`config.mk`:
```
export PLATFORM = sky130hd
export DESIGN_NAME = xbus_seq
export DESIGN_NICKNAME = d
export VERILOG_FILES = /design/src/rtl/xbus_seq.sv
export SDC_FILE = /design/constraint.sdc
export NUM_CORES = 1
export LEC_CHECK = 0
export BUFFER_PORTS_ARGS = -buffer_cell sky130_fd_sc_hd__buf_4
export CAP_MARGIN = 20
export CORE_MARGIN = 4
export CORE_UTILIZATION = 35
export CTS_CLUSTER_DIAMETER = 80
export DETAILED_ROUTE_END_ITERATION = 10
export HOLD_SLACK_MARGIN = 0.1
export PLACE_DENSITY = 0.68
export SLEW_MARGIN = 0
export SYNTH_ARGS = -nofsm -noshare
export SYNTH_HDL_FRONTEND = slang
export SYNTH_SLANG_ARGS = --single-unit
```
`constraint.sdc`:
```
create_clock -name clk -period 1.51 [get_ports clk]
set_input_delay 0.0755 -clock clk [delete_from_list [all_inputs] [get_ports clk]]
set_output_delay 0.0755 -clock clk [all_outputs]
set_load 0.05 [all_outputs]
```
`src/rtl/xbus_seq.sv`:
```
module xbus_seq #(
  parameter int CPS       = 3,
  parameter int AW        = 12,
  parameter int INT_WORDS = 1024
) (
  input  logic          clk,
  input  logic          rst_n,
  input  logic [1:0]    req_kind,
  input  logic [AW-1:0] req_paddr,
  input  logic [7:0]    req_daddr,
  input  logic [7:0]    req_wdata,
  input  logic          req_last,
  input  logic          ext_all,
  input  logic          step_n,
  input  logic [7:0]    ad_in,
  output logic          take,
  output logic          held,
  output logic          ale,
  output logic          pstore_n,
  output logic          rd_n,
  output logic          wr_n,
  output logic [7:0]    ad_out,
  output logic          ad_oe,
  output logic [AW-9:0] hi_addr,
  output logic          hi_oe,
  output logic [7:0]    rd_data,
  output logic          rd_valid
);
  localparam int MC = 5 * CPS;
  localparam int TW = $clog2(MC);
  localparam logic [TW-1:0] T_LAST    = TW'(MC - 1);
  localparam logic [TW-1:0] T_ALE_END = TW'(CPS);
  localparam logic [TW-1:0] T_WD      = TW'(2 * CPS - 1);
  localparam logic [TW-1:0] T_STB     = TW'(2 * CPS);
  localparam logic [TW-1:0] T_SMP     = TW'(4 * CPS - 1);
  localparam logic [TW-1:0] T_STB_END = TW'(4 * CPS);
  localparam logic [AW-1:0] INT_LIM   = AW'(INT_WORDS);
  localparam logic [1:0] K_NONE = 2'd0, K_FETCH = 2'd1, K_RD = 2'd2, K_WR = 2'd3;

  logic [TW-1:0] tcnt;
  logic          halt;
  logic [1:0]    cur_kind;
  logic [AW-1:0] cur_pa;
  logic [7:0]    cur_da, cur_wd;
  logic          cur_last, cur_ext;

  wire run       = !halt;
  wire ext_fetch = (cur_kind == K_FETCH) && (cur_ext || cur_pa >= INT_LIM);
  wire is_rd     = (cur_kind == K_RD);
  wire is_wr     = (cur_kind == K_WR);
  wire reads     = ext_fetch || is_rd;
  wire stb_win   = run && (tcnt >= T_STB) && (tcnt < T_STB_END);
  wire at_end    = run && (tcnt == T_LAST);
  wire go_halt   = at_end && !step_n && cur_last;
  wire sample    = run && (tcnt == T_SMP) && reads;

  assign take     = (at_end && !go_halt) || (halt && step_n);
  assign held     = halt;
  assign ale      = run && (tcnt < T_ALE_END);
  assign pstore_n = !(stb_win && ext_fetch);
  assign rd_n     = !(stb_win && is_rd);
  assign wr_n     = !(stb_win && is_wr);
  assign hi_oe    = run && ext_fetch;
  assign hi_addr  = cur_pa[AW-1:8];
  assign ad_oe    = run && ((reads && tcnt < T_STB) || (is_wr && tcnt <= T_STB_END));
  assign ad_out   = (is_wr && tcnt >= T_WD) ? cur_wd
                  : (cur_kind == K_FETCH)   ? cur_pa[7:0] : cur_da;

  always_ff @(posedge clk) begin
    if (!rst_n) begin
      tcnt     <= '0;
      halt     <= 1'b0;
      cur_kind <= K_NONE;
      cur_pa   <= '0;
      cur_da   <= '0;
      cur_wd   <= '0;
      cur_last <= 1'b0;
      cur_ext  <= 1'b0;
      rd_data  <= '0;
      rd_valid <= 1'b0;
    end else begin
      rd_valid <= sample;
      if (sample) rd_data <= ad_in;
      if (run && !at_end) tcnt <= tcnt + 1'b1;
      else tcnt <= '0;
      if (go_halt) begin
        halt     <= 1'b1;
        cur_kind <= K_NONE;
      end
      if (take) begin
        halt     <= 1'b0;
        cur_kind <= req_kind;
        cur_pa   <= req_paddr;
        cur_da   <= req_daddr;
        cur_wd   <= req_wdata;
        cur_last <= req_last;
        cur_ext  <= ext_all;
      end
    end
  end
endmodule

```
---- After elaboration in Yosys (flattened, before gate mapping) ----
Index checks and enable logic that the tools add are counted.
word-level totals
  bits of input ports ..................... 43
  register bits after elaboration ......... 46
  output and inout port bits .............. 29
  word-level logic and storage cells ...... 62
operators by class
  bitwise operators ....................... 1
  reductions and logical operators ........ 34
  equality and inequality tests ........... 5
  muxes and demuxes ....................... 4
  add/subtract/negate cells ............... 1
  order comparisons ....................... 7
operators by type and width
  kind                                                                                   count
  1-bit logical AND                                                                      20
  8-bit two-way mux                                                                      2
  12-bit by 11-bit greater-or-equal comparator with 1-bit output, second input constant  1
  4-bit == test, second input constant                                                   2
  4-bit by 3-bit greater-or-equal comparator with 1-bit output, second input constant    2
  1-bit logical NOT                                                                      7
  4-bit by 1-bit adder with 4-bit output, second input constant                          1
  2-bit == test, second input constant                                                   2
  4-bit <= comparator, second input constant                                             1
  1-bit logical OR                                                                       4
  4-bit by 2-bit less-than comparator with 1-bit output, second input constant           1
  4-bit by 3-bit less-than comparator with 1-bit output, second input constant           1
  4-bit less-than comparator, second input constant                                      1
  2-bit two-way mux                                                                      2
  2-bit by 1-bit == test with 1-bit output, second input constant                        1
  2-bit AND reduction                                                                    1
  2-bit nonzero test                                                                     1
  2-bit OR reduction                                                                     1
  1-bit inverter                                                                         1

---- Longest topological paths before layout ----
  word-level depth ........................ 8
  depth in mapped cells ................... 7
  depth with buffers taken out ............ 6

---- Least setup slack after synthesis ----
No wires, ideal clock.
  path type ............................... register -> output
  start ................................... register halt, in the netlist held
  end ..................................... output ale
  setup slack ............................. -0.864 ns
  required time ........................... 1.434 ns
  path buffers ............................ 1
  stages on the path, launching flop included .. 3
  data arrival time ....................... 2.299 ns
  cell sequence ........................... dfxtp_1 > clkbuf_1 > nor4_1
on the way
  longest elaborated chain between the ends .. 2
ends and longest elaborated chain
  item                      line  source
  start: declaration        41    logic halt;
  start signal: assignment  72    halt <= 1'b0;
  start signal: assignment  87    halt <= 1'b1;
  start signal: assignment  91    halt <= 1'b0;
  1-bit logical NOT         47    wire run = !halt;
  1-bit logical AND         59    assign ale = run && (tcnt < T_ALE_END);
  end: declaration          18    output logic ale,
Every way passes these cells.

---- Worst setup path after layout ----
  start ................................... register tcnt[1]
  end ..................................... output ad_out[2]
on the way
  longest elaborated chain between the ends .. 3
ends and longest elaborated chain
  item                                                          line  source
  start: declaration                                            40    logic [TW-1:0] tcnt;
  start signal: assignment                                      84    if (run && !at_end) tcnt <= tcnt + 1'b1;
  4-bit by 3-bit greater-or-equal comparator with 1-bit output  66    assign ad_out = (is_wr && tcnt >= T_WD) ? cur_wd
  1-bit logical AND                                             66
  8-bit two-way mux                                             66
  end: declaration                                              22    output logic [7:0] ad_out,
Every way passes these cells.

==> run_results.csv <==
group,metric,value,unit
yosys,yosys.area.top_type_share,0.4391,
route,firstDrtPassIters,4,
finish,final_common_cell,"buf_4",
timing,finalWorstSetupSlack,-0.3954,ns
clocking,cts_sinks,46,
yosys,yosysWarnings,0,
yosys,synthesis.area,0.002097,mm^2
route,wl_per_cell,15.77,um
floorplanning,pin_count,72,
floorplanning,die_w,85.41,um
timing,grt_setup_unrepaired,"yes",
timing,final-hold-violation-count,0,
outcome,violations,"setup timing",
place,place_area,0.002889,mm^2
finish,finish.utilization,0.7290,
flow_run,cap_viol_max_count,0,
clocking,clk_path_buf_depth,2,
yosys,synthCells,256,
place,dp_cells,397,
finish,stdcell_area,0.004113,mm^2
global_route,grt_pass1_wl,10270,um
route,dr_wl_met2,3793,um
worst_hold_path,holdPathStages,3,
floorplanning,num_rows,27,
route,via_per_inst,4.944,
route,vias,2289,
timing,finalCriticalPeriod,1.905,ns
timing,fmax,0.5248,GHz
place,hpwl,4001,um
yosys,ys_top_cells_by_area,"dfxtp_1, nand3_1, o21ai_0, mux2_2, nand2_1",
route,drt-met1-wl,3049,um
critical_path,cpMaxStageDelayCell,"dfxtp_2",
critical_path,crit_path_end_kind,"output pin",
global_route,grt_start_max_net_pins,30,
timing,min_period_over_period,1.262,
place,gp_congestion,0.8356,
yosys,ys_ff_latch,46,
clocking,clkLatencyLatePin,0.30,ns
floorplanning,die-area,0.007294,mm^2
yosys,synth_cell_types,30,
critical_path,critPathKind,"flip-flop to output pin",
floorplanning,start_util,0.3717,
timing,slew-limit-headroom,0.7052,
critical_path,start_kind,"flip-flop",
power_and_ir_drop,vdd_drop_max,0.4120,mV
finish,nets,437,
route,routed_wl,7300,um
timing,tightest_slew,0.4376,ns
finish,antennaDiodeCount,0,
clocking,clockRootBuffer,"clkbuf_8",
critical_path,r2r_cells,9,
finish,drive_gt1_frac,0.4936,
place,post-place-ws,-0.09594,ns
global_route,grt-ovfl-total,0,
route,met3WireLength,299,um
timing,finClkSkew,0.006248,ns
critical_path,cp_data_required_time,1.43,ns
finish,area_growth,96.12,%
floorplanning,fp.coreArea,0.005642,mm^2
finish,final_cells,463,
critical_path,cp_max_fo,8,
clocking,clock_tree.htree_level_count,2,
yosys,yosysSeqAreaShare,0.4391,
power_and_ir_drop,p_total,2.406,mW
power_and_ir_drop,leakage,1.676,nW
clocking,tritoncts,"yes",
critical_path,crit_chain,"inv_1, ha_4, inv_2, o21ai_4, a21oi_4, buf_12, mux2_4, buf_8",
critical_path,cpLargestDelayFamily,"buffers and inverters",
clocking,numCtsBuffers,5,
yosys,yosys.area.top_type,"dfxtp_1",
yosys,synth_edf_count,0,
route,drtIter0Drc,72,
critical_path,cpPeakStageDelay,0.35,ns
yosys,syn_nets,303,
critical_path,cp.buffers_inverters,4,
yosys,ys.flop_type,"dfxtp_1",
clocking,clkTransAtPathRegs,0.09,ns
global_route,track_usage,0.1738,
place,port_buffers,71,
yosys,avgSynthCellArea,8.191,um^2
route,routed.top_layer,"met4",
yosys,async_reset_ff_frac,0,
global_route,grt_antenna_before_repair,0,
floorplanning,fp.dieH,85.41,um
route,post-route-drc-count,0,
worst_hold_path,hp-class,"primary input to flip-flop",
route,postRouteAntennaNets,0,
timing,tns,-6.207,ns
timing,drv_slew,0,
power_and_ir_drop,p_per_area,585.1,mW/mm^2
finish,most-common-layout-cells,"buf_4, nand2_1, dlygate4sd3_1, dfxtp_1, nand3_2",
critical_path,crit_arrival,1.83,ns
outcome,status,"finished with violations",
timing,setup_violations,42,
critical_path,worstSetupPathDepth,8,
global_route,grt_pass1_vias,2245,
timing,whs,0.1955,ns
## flip-flops by register name, summed over array words and instances (netlist names)
name      count
cur_kind      2
held          1
rd_valid      1
cur_pa       12
tcnt          4
rd_data       8
cur_last      1
cur_da        8
cur_wd        8
cur_ext       1
## worst register-to-register path, delay by kind of cell (launching register included)
kind	cells	cell delay (ns)
buf+inv	4	0.59
flops	1	0.34
compound gates	2	0.32
simple gates	2	0.22
fa+ha+maj	1	0.16
## cell type report
class	instances	area, um^2
Clock buffer	7	86.33
Clock inverter	1	5.005
Fill cell	396	1529
Inverter	6	25.02
Multi-Input combinational cell	180	1405
Sequential cell	46	932.1
Tap cell	72	90.09
Timing Repair Buffer	151	1569
## kinds of logic (layout without fill, tap and decap cells)
kind of cell	Yosys count	in the layout	share of synthesized area
simple gates	107	107	0.2428
compound gates	50	50	0.1307
flops	46	46	0.4391
buf+inv	30	165	0.06503
mux	16	16	0.08592
fa+ha+maj	4	4	0.02387
xor+xnor	3	3	0.01253
## timing repair
action,CTS,global route
hold endpoints to repair,41,0
gates cloned,2,7
setup buffers,8,4
pin swaps,14,24
gates resized for setup,49,75
hold buffers,41,0
endpoints found under the setup margin,50,50
## Yosys cell counts (2+ instances only)
cell type / instances
nor2_1: 7
clkbuf_1: 12
buf_4: 4
buf_2: 7
nand3b_1: 2
nor3_1: 2
xnor2_1: 3
nand3_1: 42
mux2_2: 16
o22ai_1: 2
o21ai_0: 40
nand2b_1: 2
ha_1: 4
nand2_1: 45
dfxtp_1: 46
inv_1: 6
o211ai_1: 2
a21oi_1: 2
## layer usage
layer	GRT usage	vias up
met3	0.02913	14
li1	-	1147
met4	0.06619	0
met2	0.3051	56
met5	0	-
met1	0.2107	1072
## power by group
part | total (mW) | internal, mW | leakage, nW | switching, mW
registers | 1.23 | 1.22 | 0.374 | 0.00859
logic | 0.378 | 0.222 | 1.25 | 0.156
clock network | 0.800 | 0.370 | 0.0482 | 0.430
## path summary, 6_finish.rpt
path	start	endpoint	slack, ns
setup / recovery	tcnt[1]	ad_out[2]	-0.40
hold / removal	rst_n	rd_data[1]	0.20
setup reg to reg	tcnt[1]	cur_da[3]	-0.18
hold reg to reg	cur_da[2]	cur_da[2]	0.45
No activity file was read; power rests on OpenSTA's default activity.
